[config.mk]
export PLATFORM = sky130hd
export DESIGN_NAME = ob_clamp_avg
export DESIGN_NICKNAME = d
export VERILOG_FILES = /design/src/rtl/ob_clamp_pkg.sv /design/src/rtl/ob_pulse_sync.sv /design/src/rtl/ob_window_ctrl.sv /design/src/rtl/ob_accum.sv /design/src/rtl/ob_clamp_avg.sv
export SDC_FILE = /design/constraint.sdc
export NUM_CORES = 1
export LEC_CHECK = 0
export BUFFER_PORTS_ARGS = -buffer_cell sky130_fd_sc_hd__buf_2
export CAP_MARGIN = 20
export CORE_UTILIZATION = 45
export CTS_CLUSTER_SIZE = 14
export DETAILED_ROUTE_END_ITERATION = 7
export SKIP_LAST_GASP = 1
export SYNTH_ARGS = -nofsm -noshare
export SYNTH_HDL_FRONTEND = slang
export SYNTH_HIERARCHICAL = 1
export SYNTH_SLANG_ARGS = --single-unit
[constraint.sdc]
create_clock -name clk -period 3.5 [get_ports clk]
set_input_delay 0.175 -clock clk [delete_from_list [all_inputs] [get_ports clk]]
set_output_delay 0.175 -clock clk [all_outputs]
set_load 0.02 [all_outputs]
[src/rtl/ob_clamp_pkg.sv]
package ob_clamp_pkg;
  localparam int OBC_DATA_W     = 10;
  localparam int OBC_NSAMP_LOG2 = 3;
  localparam int OBC_WIN_START  = 5;
  localparam int OBC_MIN_HIGH   = 3;
  localparam int OBC_SYNC_STG   = 2;

  function automatic int obc_win_end(input int start, input int nlog2);
    return start + (1 << nlog2) - 1;
  endfunction
endpackage

[src/rtl/ob_pulse_sync.sv]
module ob_pulse_sync #(
  parameter int STAGES = 2
) (
  input  logic clk,
  input  logic rst_n,
  input  logic obp_raw,
  output logic obp_lvl,
  output logic obp_rise
);
  logic [STAGES:0] shreg;

  always_ff @(posedge clk) begin
    if (!rst_n) shreg <= '0;
    else        shreg <= {shreg[STAGES-1:0], obp_raw};
  end

  assign obp_lvl  = shreg[STAGES-1];
  assign obp_rise = shreg[STAGES-1] & ~shreg[STAGES];
endmodule

[src/rtl/ob_window_ctrl.sv]
module ob_window_ctrl #(
  parameter int WIN_START = 5,
  parameter int NSAMP_LOG2 = 3,
  parameter int MIN_HIGH = 3,
  localparam int WIN_END = WIN_START + (1 << NSAMP_LOG2) - 1,
  localparam int PH_W = $clog2(WIN_END + 1)
) (
  input  logic            clk,
  input  logic            rst_n,
  input  logic            obp_lvl,
  input  logic            obp_rise,
  output logic [PH_W-1:0] phase,
  output logic            take,
  output logic            take_first,
  output logic            take_last
);
  logic idle;
  logic qualifying;

  assign idle       = (phase == '0);
  assign qualifying = !idle && (phase < PH_W'(MIN_HIGH));

  always_ff @(posedge clk) begin
    if (!rst_n) begin
      phase <= '0;
    end else if (idle) begin
      if (obp_rise) phase <= PH_W'(1);
    end else if (qualifying && !obp_lvl) begin
      phase <= '0;
    end else if (take_last) begin
      phase <= '0;
    end else begin
      phase <= phase + PH_W'(1);
    end
  end

  assign take       = (phase >= PH_W'(WIN_START)) && (phase <= PH_W'(WIN_END));
  assign take_first = (phase == PH_W'(WIN_START));
  assign take_last  = (phase == PH_W'(WIN_END));
endmodule

[src/rtl/ob_accum.sv]
module ob_accum #(
  parameter int DATA_W = 10,
  parameter int NSAMP_LOG2 = 3,
  localparam int SUM_W = DATA_W + NSAMP_LOG2
) (
  input  logic              clk,
  input  logic              rst_n,
  input  logic              take,
  input  logic              take_first,
  input  logic              take_last,
  input  logic [DATA_W-1:0] din,
  output logic [DATA_W-1:0] level,
  output logic              level_upd
);
  logic [SUM_W-1:0] acc;
  logic [SUM_W-1:0] acc_nxt;
  logic [SUM_W-1:0] mean_w;

  assign acc_nxt = (take_first ? '0 : acc) + SUM_W'(din);
  assign mean_w  = acc_nxt >> NSAMP_LOG2;

  always_ff @(posedge clk) begin
    if (!rst_n) begin
      acc       <= '0;
      level     <= '0;
      level_upd <= 1'b0;
    end else begin
      level_upd <= 1'b0;
      if (take) acc <= acc_nxt;
      if (take && take_last) begin
        level     <= mean_w[DATA_W-1:0];
        level_upd <= 1'b1;
      end
    end
  end
endmodule

[src/rtl/ob_clamp_avg.sv]
module ob_clamp_avg
  import ob_clamp_pkg::*;
#(
  parameter int DATA_W     = OBC_DATA_W,
  parameter int NSAMP_LOG2 = OBC_NSAMP_LOG2,
  parameter int WIN_START  = OBC_WIN_START,
  parameter int MIN_HIGH   = OBC_MIN_HIGH,
  parameter int SYNC_STG   = OBC_SYNC_STG,
  localparam int WIN_END   = obc_win_end(WIN_START, NSAMP_LOG2),
  localparam int PH_W      = $clog2(WIN_END + 1)
) (
  input  logic              clk,
  input  logic              rst_n,
  input  logic              obp,
  input  logic [DATA_W-1:0] smp_data,
  output logic [DATA_W-1:0] clamp_lvl,
  output logic              clamp_upd
);
  logic            obp_lvl;
  logic            obp_rise;
  logic [PH_W-1:0] phase;
  logic            take;
  logic            take_first;
  logic            take_last;

  ob_pulse_sync #(.STAGES(SYNC_STG)) u_sync (
    .clk      (clk),
    .rst_n    (rst_n),
    .obp_raw  (obp),
    .obp_lvl  (obp_lvl),
    .obp_rise (obp_rise)
  );

  ob_window_ctrl #(
    .WIN_START  (WIN_START),
    .NSAMP_LOG2 (NSAMP_LOG2),
    .MIN_HIGH   (MIN_HIGH)
  ) u_ctrl (
    .clk        (clk),
    .rst_n      (rst_n),
    .obp_lvl    (obp_lvl),
    .obp_rise   (obp_rise),
    .phase      (phase),
    .take       (take),
    .take_first (take_first),
    .take_last  (take_last)
  );

  ob_accum #(
    .DATA_W     (DATA_W),
    .NSAMP_LOG2 (NSAMP_LOG2)
  ) u_acc (
    .clk        (clk),
    .rst_n      (rst_n),
    .take       (take),
    .take_first (take_first),
    .take_last  (take_last),
    .din        (smp_data),
    .level      (clamp_lvl),
    .level_upd  (clamp_upd)
  );
endmodule

==> flow_summary.yaml, run 1 <==
floorplanning:
  ios: 24
  core_region_area_mm2: 0.00403
  initial_utilization: 0.475
  die_w_um: 67.2
  die_h_um: 67.2
  num_rows: 23
  die-area_mm2: 0.00452
logic_synthesis:
  avgSynthCellArea_um2: 8.43
  ys_types: 51
  ys_warn_count: 6
  syn_nets: 254
  synthFlopType: "dfxtp_1"
  syn_inst: 227
  synth-edff-count: 0
  async_flop_share: 0
  syn_area_mm2: 0.00191
  synth-seq-cells: 31
  synth_seq_area_share: 0.324
cts:
  cts_sinks: 31
  htree_num_levels: 2
  clk_pin_slew_ns: 0.07
  clkLatencyLatePin_ns: 0.28
  cts_made_buffers: 5
  cts-root-buf: "clkbuf_8"
  max-clock-path-buffers: 2
  cts_resized: 0
  cts_tree: "done"
  cts_hold_buf: 0
  post_cts_buffers: 0
pwr:
  p_leak_uw: 0.000909
  p_per_area_mw_per_mm2: 322
  ir_worst_vdd_mv: 0.195
place:
  gp_congestion: 0.782
  port_buffers: 23
  place_hpwl_mm: 3.03
global_routing:
  grt_max_degree: 22
  antenna_found_initial: 0
  grt_first_pass_wirelength_mm: 6.93
  grt-ovfl-total: 0
  grt_pass1_vias: 1477
  grt.total_usage: 0.207
status:
  status: "complete, no violations"
worst_setup_path:
  setup.worst_path.start: "u_ctrl/phase[0]"
  cp_max_fo: 9
  r2r_start: "u_ctrl/phase[0]"
  crit_required_ns: 3.70
  start_kind: "flop"
  cp-end-kind: "flop"
  crit_type: "flop to flop"
  arrival_ns: 3.38
sta:
  rsz0062_at_grt: "no"
  slew_violations: 0
  fmax_mhz: 315
  setup_violations: 0
  finalCritPeriodShare: 0.907
  finalCriticalPeriod_ns: 3.17
  final.setup.tns_ns: 0
  slew_headroom: 0.514
  hold_viol: 0
  tightest_slew_ns: 0.728
  skew_ns: 0.00762
layout:
  fillers: 388
  utilization: 0.538
  drive_above_1_share: 0.185
  n_antenna_cell: 0
  fin_nets: 276
  synthToLayoutAreaGrowth_pct: 13.1
hold_path:
  min_path_type: "input port to flop"
  hp-start: "obp"
route:
  dr.pass1.iters: 4
  wl_per_cell_um: 14.4
  drc: 0
  vias: 1690
  routed_wl_mm: 4.29
  ant_nets: 0
  drtIter0Drc: 71
  viasPerCell: 5.65
job:
  drv_cap: 0
[kinds of logic after synthesis]
group / after synthesis / share of synthesized area
xor+xnor: 5 / 0.0229
flops: 31 / 0.324
mux: 6 / 0.0314
compound gates: 59 / 0.231
simple gates: 92 / 0.256
buf+inv: 20 / 0.0392
fa+ha+maj: 14 / 0.0954
[cell usage after synthesis, drive strengths merged (7+ instances only)]
master  instances  area (µm²)
dfxtp          31         621
nand3          12        60.1
and3            7        48.8
nand2          16        60.1
o21ai           7        38.8
nor3            9        45.0
ha             13         163
inv             9        33.8
clkbuf         10        37.5
nor2           17        63.8
a21oi          17        88.8
nor2b          13        88.8
[worst max-delay path, cell delays in order (launching register included)]
cell and delay [ns]:
dfxtp_1 0.44, ha_1 0.18, inv_1 0.05, nor3_2 0.45, nor2b_1 0.10, ha_1 0.23, fa_1 0.40, a21o_1 0.23
a221oi_4 0.31, o21ai_2 0.18, a311o_1 0.37, a31oi_1 0.15
[worst paths after layout]
check,end,slack [ns],cells past startpoint
hold reg to reg,u_sync/shreg[1],0.44,1
hold / removal,u_sync/shreg[0],0.09,2
setup reg to reg,u_acc/level[9],0.33,11
setup / recovery,u_acc/level[9],0.33,11
[layer usage]
layer  track usage  vias to the layer above  wire length, µm
li1              -                      883                -
met1         0.272                      771             2100
met2         0.333                       34             1970
met3        0.0507                        2              190
met4        0.0559                        0               22
met5             0                        -                0
[through the flow]
| step | hold slack [ns] | power [µW] | instances | worst slack [ns] | cell area, µm² |
|---|---|---|---|---|---|
| after global routing | 0.0909 | 724 | 299 | 0.0558 | 2170 |
| after floorplan | 0.297 | 400 | 227 | 0.271 | 1910 |
| after detailed placement | 0.380 | 416 | 292 | 0.290 | 2080 |
| final | 0.0873 | 697 | 299 | 0.326 | 2170 |
| after CTS | 0.0850 | 704 | 299 | 0.276 | 2170 |
| after global placement | 0.375 | 416 | 292 | 0.342 | 2080 |
[final cells by class]
cell class                      instances  area, µm²  share of cell area
Clock buffer                            6       82.6              0.0381
Inverter                                9       33.8              0.0156
Timing Repair Buffer                   26        138              0.0635
Multi-Input combinational cell        176       1220               0.565
Clock inverter                          1       5.00             0.00231
Sequential cell                        31        621               0.287
Tap cell                               50       62.6              0.0289
[sequential cells by signal, summed over array words and instances (netlist names)]
signal and cells:
u_sync/shreg 3, u_ctrl/phase 4, u_acc/level 10, u_acc/acc 13
u_acc/level_upd 1
[cell usage in the layout, fill, tap and decap left out, types with 2 or more instances in the layout]
cell type | synthesis | layout
nor2b_1 | 12 | 12
a31oi_1 | 3 | 3
buf_2 | 0 | 23
clkbuf_8 | 0 | 6
buf_4 | 0 | 3
nor3_1 | 9 | 8
inv_1 | 8 | 8
a21o_1 | 4 | 4
nand4_1 | 2 | 2
mux2i_1 | 6 | 6
and2_1 | 5 | 5
o21ai_0 | 6 | 6
and3_1 | 6 | 6
xnor2_1 | 5 | 5
nand3_1 | 12 | 12
dfxtp_1 | 31 | 31
o21a_1 | 2 | 2
a311o_1 | 4 | 4
a21oi_1 | 16 | 16
or3_1 | 3 | 3
ha_1 | 13 | 13
nand2b_1 | 2 | 2
a2111oi_0 | 4 | 4
nor2_1 | 17 | 17
o211ai_1 | 4 | 4
nand2_1 | 16 | 16
[power breakdown]
group / switching, µW / internal, µW
registers: 3.45 / 356
logic: 29.9 / 18.9
clock network: 134 / 154
total: 167 / 529
(Power assumes the default switching activity.)
==> inputs of run 2 (changes only) <==
--- a/config.mk
+++ b/config.mk
@@ -5,6 +5,7 @@
 export SDC_FILE = /design/constraint.sdc
 export NUM_CORES = 1
 export LEC_CHECK = 0
+export ABC_AREA = 1
 export BUFFER_PORTS_ARGS = -buffer_cell sky130_fd_sc_hd__buf_2
 export CAP_MARGIN = 20
 export CORE_UTILIZATION = 45
==> flow_summary.yaml, run 2 <==
status:
  status: "complete, no violations"
layout:
  multiInputGateArea_mm2: 0.00111
  largest_register_ffs: 13
  regArea_um2: 621
  fillers: 475
  top_register: "u_acc/acc"
  synthToLayoutAreaGrowth_pct: 11.3
  mostFrequentLayoutCell: "nand2_1"
  n_antenna_cell: 0
  fin_nets: 379
  largestRegisters: "u_acc/acc x13, u_acc/level x10, u_ctrl/phase x4"
  drive_above_1_share: 0.105
  mostFrequentLayoutCells: "nand2_1 (81), inv_1 (72), nor2_1 (44)"
pwr:
  power_switching_share: 0.223
  p_seq_frac: 0.476
  p_leak_uw: 0.00134
  p_switching_uw: 169
  intPower_uw: 586
  p_per_area_mw_per_mm2: 330
  comb_power_share: 0.079
  pwr-share-clk: 0.445
  ir_worst_vdd_mv: 0.281
cts:
  cts_hold_buf: 0
  cts_tree: "done"
  htree_num_levels: 2
  cts_sinks: 31
  clkLatencyLatePin_ns: 0.28
  cts-root-buf: "clkbuf_8"
  cts_made_buffers: 5
  cts_resized: 0
  max-clock-path-buffers: 2
  clk_pin_slew_ns: 0.07
  post_cts_buffers: 0
logic_synthesis:
  syn_area_mm2: 0.00205
  synth_most_common_cell: "nand2_1"
  avgSynthCellArea_um2: 6.24
  synth_top_area_share: 0.302
  synthFlopType: "dfxtp_1"
  synth-edff-count: 0
  synth-compound-area-share: 0.0670
  synthTopCellsByArea: "dfxtp_1 (30%), nand2_1 (15%), inv_1 (13%), nor2_1 (8.0%), ha_1 (7.9%)"
  synth.top_cells.by_count: "nand2_1 (81), inv_1 (72), nor2_1 (44)"
  ys_warn_count: 6
  synthMuxAreaShare: 0
  synth-adder-area-share: 0.0890
  synth_simple_gate_area_frac: 0.354
  synth-seq-cells: 31
  async_flop_share: 0
  syn_inst: 329
  synth_largest_area_cell: "dfxtp_1"
  synth_top_family_by_area: "simple AND/OR/NAND/NOR gates"
  syn_nets: 356
  ys_types: 22
  synth_xor_area_frac: 0.0299
  synth_seq_area_share: 0.302
sta:
  tightest_slew_ns: 0.619
  setup_violations: 0
  slew_violations: 0
  finalCriticalPeriod_ns: 2.66
  finalCritPeriodShare: 0.760
  fmax_mhz: 376
  skew_ns: 0.00700
  slew_headroom: 0.587
  final.setup.tns_ns: 0
  layout_setup_ws_ns: 0.839
  rsz0062_at_grt: "no"
  hold_viol: 0
floorplanning:
  core_region_area_mm2: 0.00438
  ios: 24
  die-area_mm2: 0.00484
  num_rows: 24
  initial_utilization: 0.468
  die_h_um: 69.5
  die_w_um: 69.5
global_routing:
  grt_max_degree: 21
  antenna_found_initial: 0
  grt.total_usage: 0.196
  grt_first_pass_wirelength_mm: 7.58
  grt-ovfl-total: 0
  grt_pass1_vias: 1708
route:
  vias: 1900
  drtIter0Drc: 79
  routed_wl_mm: 4.34
  dr.pass1.iters: 4
  wl_per_cell_um: 10.7
  drc: 0
  ant_nets: 0
  viasPerCell: 4.70
worst_setup_path:
  cp_max_fo: 13
  cp-end-kind: "flop"
  start_kind: "flop"
  arrival_ns: 2.83
  crit_type: "flop to flop"
  crit_required_ns: 3.67
place:
  post-place-ws_ns: 0.849
  port_buffers: 23
  gp_congestion: 0.836
  place_hpwl_mm: 3.37
job:
  drv_cap: 0
hold_path:
  min_path_type: "input port to flop"
-- run 2: power groups by stage --
stage / logic [µW] / clock network (µW) / registers, µW
after floorplan: 40.5 / 0 / 367
after global placement: 60.1 / 0 / 367
after detailed placement: 59.4 / 0 / 367
after CTS: 60.0 / 346 / 359
after global routing: 69.4 / 362 / 359
final: 59.4 / 336 / 359
-- run 2: kinds of logic after synthesis --
logic type | count (synthesis)
xor+xnor | 7
compound gates | 26
flops | 31
buf+inv | 80
simple gates | 171
fa+ha+maj | 14
-- run 2: path summary, 6_finish.rpt --
kind	slack, ns	to	from	cells after the start
max reg2reg	0.84	u_acc/level[5]	u_ctrl/phase[1]	14
max	0.84	u_acc/level[5]	u_ctrl/phase[1]	14
min	0.08	u_sync/shreg[0]	obp	3
min reg2reg	0.41	u_sync/shreg[1]	u_sync/shreg[0]	2
-- run 2: metrics by stage --
stage               total power, µW  cells  hold WS (ns)  area (µm²)  utilization
global placement                427    397         0.362        2180        0.498
floorplan                       407    329         0.268        2050            -
finish                          755    404        0.0793        2290        0.521
global route                    791    404        0.0779        2290        0.521
detailed placement              427    397         0.363        2180        0.498
CTS                             765    404        0.0678        2290        0.521
-- run 2: layout make-up --
type                       count  area share
tap                           52      0.0285
inverter                      73       0.120
clock inverter                 1      0.0131
sequential                    31       0.271
multi-input combinational    218       0.485
timing repair buffer          23      0.0504
clock buffer                   6      0.0317
-- run 2: worst max-delay path: stages (launching register included) --
cell      delay, ns
dfxtp_1        0.35
inv_1          0.09
ha_1           0.16
and3_1         0.47
nor2_1         0.11
ha_1           0.24
fa_1           0.43
nand3_1        0.12
nand3_2        0.11
nand2_1        0.11
nand2_1        0.06
nand2_1        0.08
nand3_1        0.07
o211ai_1       0.10
inv_1          0.07
-- run 2: per-layer routing --
layer,track usage,vias up,share of wire
met5,0,-,0
li1,-,1044,-
met4,0.0703,0,0.015
met3,0.0436,7,0.047
met1,0.287,806,0.55
met2,0.279,43,0.39
